File: src/rtl/irq_seq_pkg.sv
`timescale 1ns/1ps
package irq_seq_pkg;
    typedef enum logic [3:0] {
        ST_IDLE,
        ST_ACK,
        ST_PUSH_PCH,
        ST_PUSH_PCL,
        ST_PUSH_PSW,
        ST_VEC_LO,
        ST_VEC_HI,
        ST_VEC_CAP,
        ST_LOAD,
        ST_POP_PSW,
        ST_POP_PCL,
        ST_POP_PCH,
        ST_POP_CAP,
        ST_RET_DONE
    } seq_state_t;
endpackage

File: src/rtl/irq_req_bank.sv
`timescale 1ns/1ps
module irq_req_bank #(
    parameter int NSRC = 4,
    parameter int IDXW = 2
) (
    input  logic            clk,
    input  logic            rst_n,
    input  logic [NSRC-1:0] req_set,
    input  logic [NSRC-1:0] sw_clr,
    input  logic [NSRC-1:0] en,
    input  logic            acc_clr,
    input  logic [IDXW-1:0] acc_idx,
    input  logic            nmi_set,
    input  logic            nmi_acc_clr,
    output logic [NSRC-1:0] pend,
    output logic            nmi_pend,
    output logic            any_ready,
    output logic [IDXW-1:0] pick_idx
);
    logic [NSRC-1:0] ready;

    // one latch per source; a new request beats any clear
    for (genvar g = 0; g < NSRC; g++) begin : g_latch
        always_ff @(posedge clk) begin
            if (!rst_n)
                pend[g] <= 1'b0;
            else if (req_set[g])
                pend[g] <= 1'b1;
            else if (sw_clr[g] || (acc_clr && acc_idx == IDXW'(g)))
                pend[g] <= 1'b0;
        end
    end

    always_ff @(posedge clk) begin
        if (!rst_n)
            nmi_pend <= 1'b0;
        else if (nmi_set)
            nmi_pend <= 1'b1;
        else if (nmi_acc_clr)
            nmi_pend <= 1'b0;
    end

    assign ready     = pend & en;
    assign any_ready = |ready;

    // lowest index wins
    always_comb begin
        pick_idx = '0;
        for (int i = NSRC - 1; i >= 0; i--) begin
            if (ready[i])
                pick_idx = IDXW'(i);
        end
    end
endmodule

File: src/rtl/irq_stack_ptr.sv
`timescale 1ns/1ps
module irq_stack_ptr #(
    parameter int          AW      = 16,
    parameter logic [AW-1:0] SP_INIT = 16'h00FF
) (
    input  logic          clk,
    input  logic          rst_n,
    input  logic          dec,
    input  logic          inc,
    output logic [AW-1:0] sp
);
    always_ff @(posedge clk) begin
        if (!rst_n)
            sp <= SP_INIT;
        else if (dec)
            sp <= sp - AW'(1);
        else if (inc)
            sp <= sp + AW'(1);
    end
endmodule

File: src/rtl/irq_accept_seq.sv
`timescale 1ns/1ps
module irq_accept_seq
    import irq_seq_pkg::*;
#(
    parameter int            NSRC     = 4,
    parameter int            DW       = 8,
    parameter int            AW       = 2 * DW,
    parameter logic [AW-1:0] SP_INIT  = 16'h00FF,
    parameter logic [AW-1:0] VEC_BASE = 16'hFFE0,
    parameter logic [AW-1:0] NMI_VEC  = 16'hFFFE,
    parameter int            IBIT     = 2
) (
    input  logic            clk,
    input  logic            rst_n,
    input  logic [NSRC-1:0] irq_req,
    input  logic [NSRC-1:0] irq_en,
    input  logic [NSRC-1:0] req_clr,
    input  logic            nmi_req,
    input  logic            ei,
    input  logic            di,
    input  logic            instr_done,
    input  logic            reti,
    input  logic [AW-1:0]   pc_in,
    input  logic [DW-1:0]   psw_in,
    input  logic [DW-1:0]   mem_rdata,
    output logic            mem_we,
    output logic            mem_re,
    output logic [AW-1:0]   mem_addr,
    output logic [DW-1:0]   mem_wdata,
    output logic            busy,
    output logic            done,
    output logic [AW-1:0]   pc_out,
    output logic [DW-1:0]   psw_out,
    output logic [AW-1:0]   sp_out,
    output logic            iflag,
    output logic [NSRC-1:0] irq_pending,
    output logic            nmi_pending
);
    localparam int IDXW = (NSRC > 1) ? $clog2(NSRC) : 1;

    seq_state_t      state, state_nx;
    logic [IDXW-1:0] sel_idx, pick_idx;
    logic            sel_nmi, nmi_blk, iflag_r, any_ready;
    logic [AW-1:0]   pc_sv, vec_addr;
    logic [DW-1:0]   psw_sv, psw_save_c, psw_rd, byte_lo, byte_hi;
    logic            go_nmi, go_mask, start_acc;
    logic            sp_dec, sp_inc;

    irq_req_bank #(.NSRC(NSRC), .IDXW(IDXW)) u_bank (
        .clk        (clk),
        .rst_n      (rst_n),
        .req_set    (irq_req),
        .sw_clr     (req_clr),
        .en         (irq_en),
        .acc_clr    (state == ST_ACK && !sel_nmi),
        .acc_idx    (sel_idx),
        .nmi_set    (nmi_req),
        .nmi_acc_clr(state == ST_ACK && sel_nmi),
        .pend       (irq_pending),
        .nmi_pend   (nmi_pending),
        .any_ready  (any_ready),
        .pick_idx   (pick_idx)
    );

    irq_stack_ptr #(.AW(AW), .SP_INIT(SP_INIT)) u_sp (
        .clk  (clk),
        .rst_n(rst_n),
        .dec  (sp_dec),
        .inc  (sp_inc),
        .sp   (sp_out)
    );

    assign go_nmi    = nmi_pending && !nmi_blk;
    assign go_mask   = !nmi_blk && iflag_r && any_ready;
    assign start_acc = instr_done && (go_nmi || go_mask);
    assign vec_addr  = sel_nmi ? NMI_VEC : VEC_BASE + AW'({sel_idx, 1'b0});

    always_comb begin
        psw_save_c       = psw_in;
        psw_save_c[IBIT] = iflag_r;
    end

    // next-state logic
    always_comb begin
        state_nx = state;
        unique case (state)
            ST_IDLE: begin
                if (reti)
                    state_nx = ST_POP_PSW;
                else if (start_acc)
                    state_nx = ST_ACK;
            end
            ST_ACK:      state_nx = ST_PUSH_PCH;
            ST_PUSH_PCH: state_nx = ST_PUSH_PCL;
            ST_PUSH_PCL: state_nx = ST_PUSH_PSW;
            ST_PUSH_PSW: state_nx = ST_VEC_LO;
            ST_VEC_LO:   state_nx = ST_VEC_HI;
            ST_VEC_HI:   state_nx = ST_VEC_CAP;
            ST_VEC_CAP:  state_nx = ST_LOAD;
            ST_LOAD:     state_nx = ST_IDLE;
            ST_POP_PSW:  state_nx = ST_POP_PCL;
            ST_POP_PCL:  state_nx = ST_POP_PCH;
            ST_POP_PCH:  state_nx = ST_POP_CAP;
            ST_POP_CAP:  state_nx = ST_RET_DONE;
            ST_RET_DONE: state_nx = ST_IDLE;
            default:     state_nx = ST_IDLE;
        endcase
    end

    // state register
    always_ff @(posedge clk) begin
        if (!rst_n)
            state <= ST_IDLE;
        else
            state <= state_nx;
    end

    // datapath registers
    always_ff @(posedge clk) begin
        if (!rst_n) begin
            sel_idx <= '0;
            sel_nmi <= 1'b0;
            nmi_blk <= 1'b0;
            iflag_r <= 1'b0;
            pc_sv   <= '0;
            psw_sv  <= '0;
            psw_rd  <= '0;
            byte_lo <= '0;
            byte_hi <= '0;
        end else begin
            if (state == ST_IDLE && !reti && start_acc) begin
                sel_idx <= pick_idx;
                sel_nmi <= go_nmi;
                pc_sv   <= pc_in;
                psw_sv  <= psw_save_c;
            end
            if (state == ST_ACK)
                iflag_r <= 1'b0;
            else if (state == ST_RET_DONE)
                iflag_r <= psw_rd[IBIT];
            else if (di)
                iflag_r <= 1'b0;
            else if (ei)
                iflag_r <= 1'b1;
            if (state == ST_ACK && sel_nmi)
                nmi_blk <= 1'b1;
            else if (state == ST_RET_DONE)
                nmi_blk <= 1'b0;
            if (state == ST_VEC_HI || state == ST_POP_PCH)
                byte_lo <= mem_rdata;
            if (state == ST_VEC_CAP || state == ST_POP_CAP)
                byte_hi <= mem_rdata;
            if (state == ST_POP_PCL)
                psw_rd <= mem_rdata;
        end
    end

    // outputs
    always_comb begin
        mem_we    = 1'b0;
        mem_re    = 1'b0;
        mem_addr  = sp_out;
        mem_wdata = '0;
        sp_dec    = 1'b0;
        sp_inc    = 1'b0;
        unique case (state)
            ST_PUSH_PCH: begin
                mem_we = 1'b1; mem_wdata = pc_sv[AW-1:DW]; sp_dec = 1'b1;
            end
            ST_PUSH_PCL: begin
                mem_we = 1'b1; mem_wdata = pc_sv[DW-1:0]; sp_dec = 1'b1;
            end
            ST_PUSH_PSW: begin
                mem_we = 1'b1; mem_wdata = psw_sv; sp_dec = 1'b1;
            end
            ST_VEC_LO: begin
                mem_re = 1'b1; mem_addr = vec_addr;
            end
            ST_VEC_HI: begin
                mem_re = 1'b1; mem_addr = vec_addr + AW'(1);
            end
            ST_POP_PSW, ST_POP_PCL, ST_POP_PCH: begin
                mem_re = 1'b1; mem_addr = sp_out + AW'(1); sp_inc = 1'b1;
            end
            default: ;
        endcase
    end

    assign busy    = (state != ST_IDLE);
    assign done    = (state == ST_LOAD) || (state == ST_RET_DONE);
    assign pc_out  = {byte_hi, byte_lo};
    assign psw_out = psw_rd;
    assign iflag   = iflag_r;
endmodule

File: config.mk
export PLATFORM = sky130hd
export DESIGN_NAME = irq_accept_seq
export DESIGN_NICKNAME = d
export VERILOG_FILES = /design/src/rtl/irq_seq_pkg.sv /design/src/rtl/irq_req_bank.sv /design/src/rtl/irq_stack_ptr.sv /design/src/rtl/irq_accept_seq.sv
export SDC_FILE = /design/constraint.sdc
export NUM_CORES = 1
export LEC_CHECK = 0
export ABC_AREA = 1
export BUFFER_PORTS_ARGS = -buffer_cell sky130_fd_sc_hd__clkbuf_2
export CAP_MARGIN = 10
export CORE_MARGIN = 2
export CORE_UTILIZATION = 35
export CTS_CLUSTER_DIAMETER = 80
export DETAILED_ROUTE_END_ITERATION = 10
export PLACE_DENSITY = 0.55
export SLEW_MARGIN = 20
export SYNTH_ARGS = -nofsm -noshare
export SYNTH_HDL_FRONTEND = slang
export SYNTH_HIERARCHICAL = 1
export SYNTH_SLANG_ARGS = --single-unit
File: constraint.sdc
create_clock -name clk -period 7 [get_ports clk]
set_input_delay 1.75 -clock clk [delete_from_list [all_inputs] [get_ports clk]]
set_output_delay 1.75 -clock clk [all_outputs]
set_load 0.01 [all_outputs]
After elaboration in Yosys (flattened, before gate mapping)
Cells that the tools add are included.
Widths: inputs -> output; s select.
{"block": "word_totals", "reg_bits": 78, "in_bits": 51, "word_cells": 108, "output_inout_bits": 74}
{"block": "classes", "eq_ne": 17, "n_bitwise": 2, "n_mux": 30, "n_reduce_logical": 39, "addsub": 4}
{"operator": "$mux 16", "count": 3}
{"operator": "$pmux 16 s3", "count": 1}
{"operator": "$pmux 4 s12", "count": 1}
{"operator": "$add 16x1->16 const B", "count": 2}
{"operator": "$eq 4x4->1 const B", "count": 6}
{"operator": "$pmux 8 s3", "count": 1}
{"operator": "$mux 1", "count": 18}
{"operator": "$eq 4x3->1 const B", "count": 4}
{"operator": "$sub 16x1->16 const B", "count": 1}
{"operator": "$reduce_bool 2->1", "count": 7}
{"operator": "$logic_and 1x1->1", "count": 12}
{"operator": "$eq 4x2->1 const B", "count": 2}
{"operator": "$logic_or 1x1->1", "count": 8}
{"operator": "$mux 2", "count": 4}
{"operator": "$mux 4", "count": 2}
{"operator": "$add 6x4->7 const A", "count": 1}
{"operator": "$reduce_or 3->1", "count": 2}
{"operator": "$reduce_or 5->1", "count": 1}
{"operator": "$and 4x4->4", "count": 1}
{"operator": "$eq 2x2->1 const B", "count": 2}
{"operator": "$eq 4x1->1 const B", "count": 1}
{"operator": "$logic_not 4->1", "count": 1}
{"operator": "$reduce_bool 4->1", "count": 1}
{"operator": "$reduce_or 4->1", "count": 1}
{"operator": "other kinds (7)", "count": 9}

Logic depth before layout (Yosys ltp)
{"block": "logic_depth", "word_depth": 8, "mapped_depth": 14, "depth_no_buf": 14}

Modules after synthesis
Netlist, hierarchy kept.
{"module": "irq_accept_seq", "instances": 1, "cells_per_inst": 485, "area_each_um2": 3233.1, "seq_area_each_um2": 1141.1}
{"module": "irq_stack_ptr", "instances": 1, "cells_per_inst": 259, "area_each_um2": 1492.7, "seq_area_each_um2": 320.3}
{"module": "irq_req_bank", "instances": 1, "cells_per_inst": 46, "area_each_um2": 272.8, "seq_area_each_um2": 100.1}

Worst setup path after synthesis
Ideal clock, no wire load.
{"block": "synth_path", "path_kind": "reg2out", "startpoint": "register state[1]", "endpoint": "output port mem_addr[14]", "t_arrival_ns": 1.737, "path_stages_with_launch": 14, "required_ns": 5.250, "slack_ns": 3.513, "path_buffers": 1, "cell_sequence": "dfxtp_1 -> inv_2 -> nand2_4 -> nand2_4 -> buf_6 -> nor2_2 -> ha_1 -> nand3_2 -> nor2_4 -> nand3_2 -> inv_2 -> nand2_1 -> nand2_1 -> nand3_1"}
{"block": "synth_via", "elab_chain_cells": 3, "word_cells_on_any_way": 7, "classes_between": "eq/ne: 5; mux: 1; reduce/logical: 1"}
{"element": "start, declared", "line_no": "irq_accept_seq.sv:41", "source": "seq_state_t state, state_nx;"}
{"element": "start signal, assigned", "line_no": "irq_accept_seq.sv:115", "source": "state <= state_nx;"}
{"element": "$eq 4x4->1", "line_no": "irq_accept_seq.sv:166", "source": "unique case (state)"}
{"element": "$reduce_or 3->1"}
{"element": "$pmux 16 s3 (*)", "line_no": "irq_accept_seq.sv:166"}
{"element": "end, declared", "line_no": "irq_accept_seq.sv:28", "source": "output logic [AW-1:0] mem_addr,"}
Every way passes the cells marked *; elsewhere a longest branch is shown, timed or not.

Worst setup path in the final report
{"block": "layout_path", "startpoint": "register state[2]", "endpoint": "output port mem_addr[10]"}
Same word-level chain as after synthesis.

==> metrics.txt <==
crit share post-route=59.5%; CP endpoint kind=primary output; Tot GR Track Use=18.3%; Final Hold Fails=0; top post-synthesis cells by area=dfxtp_1 (31%), nand2_1 (12%), nor2_1 (12%), inv_1 (7.8%), o21ai_0 (6.1%); yosys warns=6; Post-CTS Setup Repair Bufs=0; f_max=240 MHz; synth unique cells=50; GRT busiest layer=met2; Setup TNS=0 ps; most frequent CP cell=nand2_1; met1 Usage GRT=25.7%; Buf/Inv on CP=3; Arr. time, crit path=2420 ps; CTS Buffer Depth=2; worst-path fanout max=16; Primary FF master, synth=dfxtp_1; Synth area leader=dfxtp_1; CTS resizes=0; Final #Nets=976; initial antenna violation count=0; Die H=124 um; FFs w/ async S/R, synth=0%; TritonCTS clock tree=yes; status=finished, final reports clean; worst path cell trace=inv_2 > nand2_2 > nor2_8 > nand2_1 > nand2_1 > ha_1 > nand3_2 > nor2_4 > nand3_2 > inv_2 > nand2_1 > nand2_1 > nand3_1 > clkbuf_2; Lkg Pwr=3.12 nW; P&R area growth vs syn=22.0%; type of origin of the critical path=flip-flop; met3 Track Usage GR=2.63%; Tot Pwr=0.00255 W; Layout Skew=4.92 ps; first-pass GRT wire length=22000 um; met2 usage=28.2%; total CTS buffers=9; Avg WL per Cell=12.7 um; sequential-to-total area share from yosys stat=31.2%; DIE WIDTH=124 um; Worst Tran Pin Value=934 ps; HP Class=flip-flop to flip-flop; share of the synthesized area in the top cell type=31.2%; Final Util=43.8%; Top Ports=125; Worst Path Required=5250 ps; EDFF count, synth=0; critical path's slowest cell=dfxtp_1; # H-tree levels=3; slowest stage delay, CP=380 ps; Starting Density=35.9%; Reg clk slew, reported paths=60 ps; DRT iter0 DRCs=246; ANT nets after route=0; Syn Inst Count=790; syn_nets=857; diode count=0; DR vias=5138; share of layout cells above drive strength 1=22.2%; Cell Area, Synth=5000 um^2; setup slack after layout=2830 ps; mean post-synth cell area=6.33 um^2; Max-Slew Margin vs Limit=37.6%; GPL Wtd Cong=0.833; GR Overflow Total=0; hold_ws=482 ps; Max Cap Viol=0; worst slack, placed=3190 ps; post-layout min period=4170 ps; CORE AREA=13900 um^2; via/cell ratio=4.70; clk sinks=78; CTS root buf=clkbuf_16; DR DRC count=0; drt pass-1 iters=5; clk_lat worst skew=340 ps; worst setup path class=flip-flop to primary output; Yosys reg bits=78; P per Cell Area=418 nW/um^2; CP top delay family=simple AND/OR/NAND/NOR gates; VDD IR max=0.000193 V; row count=43; Slew Limit Fails=0; Post-DP HPWL=10300 um; vias in the first global route=4533; largest net degree at the start of global routing=57; hold buffer count at cts=0; die area=15300 um^2; endpoints failing setup=0; Port Buf Inserts=123; RSZ-0062 raised after global routing=no; final WL=13900 um
placed cells by master (no fill, tap or decap), drive strengths merged, types with 2 or more instances in the layout:
cell type and instances:
a21oi 27, and2 2, buf 2, bufinv 3, clkbuf 133, dfxtp 78, ha 15, inv 116
nand2 185, nand3 63, nand4 6, nor2 180, nor3 6, o211ai 3, o21ai 66, o21bai 2
o22ai 4, o31ai 2, or2 7, xnor2 4
cell usage after synthesis, drive strengths merged, types with 2 or more instances:
| cell type | n |
|---|---|
| and2 | 2 |
| or2 | 7 |
| o22ai | 4 |
| o211ai | 3 |
| xnor2 | 4 |
| o21ai | 66 |
| clkbuf | 8 |
| ha | 15 |
| nor3 | 6 |
| dfxtp | 78 |
| nand4 | 6 |
| nor2 | 180 |
| o21bai | 2 |
| nand2 | 185 |
| o31ai | 2 |
| inv | 114 |
| a21oi | 27 |
| nand3 | 63 |
| buf | 9 |
where the power goes:
| part | total [W] | leakage, nW | switching (W) | internal (W) |
|---|---|---|---|---|
| clock network | 0.000560 | 0.170 | 0.000199 | 0.000361 |
| logic | 0.00136 | 2.31 | 0.000874 | 0.000490 |
| registers | 0.000623 | 0.636 | 0.000104 | 0.000520 |
state kept, by name (all words and copies together), names as in the netlist:
signal           flops
state                4
sel_idx              2
nmi_blk              1
byte_hi              8
u_sp/sp             16
iflag                1
psw_out              8
u_bank/nmi_pend      1
sel_nmi              1
byte_lo              8
pc_sv               16
u_bank/pend          4
psw_sv               8
area by class of cell:
type                    instances  area, um^2
clock inverters                 6         115
well taps                     180         225
multi-input cells             581        2900
fillers                      1489        7840
inverters                     114         430
flip-flops and latches         78        1560
clock buffers                  10         239
repair buffers                125         631
layer usage:
| layer | part of all wire [%] | vias to the layer above |
|---|---|---|
| li1 | - | 2740 |
| met3 | 3.7 | 16 |
| met2 | 45 | 93 |
| met1 | 49 | 2289 |
| met4 | 2.1 | 0 |
| met5 | 0 | - |
cell families (layout without fill, tap and decap cells):
kind of cell	Yosys count	count (layout)	share of synthesized area [%]
flops	78	78	31.2
xor+xnor	5	5	0.876
simple gates	450	450	40.5
compound gates	110	110	12.2
fa+ha+maj	16	16	4.16
buf+inv	131	255	11.0
worst paths after layout:
path | depth (start not counted) | from | endpoint | slack (ps)
worst min-delay path | 2 | nmi_blk | nmi_blk | 480
worst max-delay path | 14 | state[2] | mem_addr[10] | 2830
worst min register to register | 2 | nmi_blk | nmi_blk | 480
worst max register to register | 10 | state[2] | u_sp/sp[13] | 4260
through the flow:
step,instance area [um^2],std cells
after floorplan,5000,790
after global placement,5740,1078
after detailed placement,5740,1078
after CTS,6100,1094
after global routing,6100,1094
final,6100,1094
tightest hold or removal path, cell delays in order (launching register included):
cell and delay, ps:
dfxtp_1 320, nand2_1 60, a21oi_1 60
Note: power is estimated with default switching activity, not from simulation.
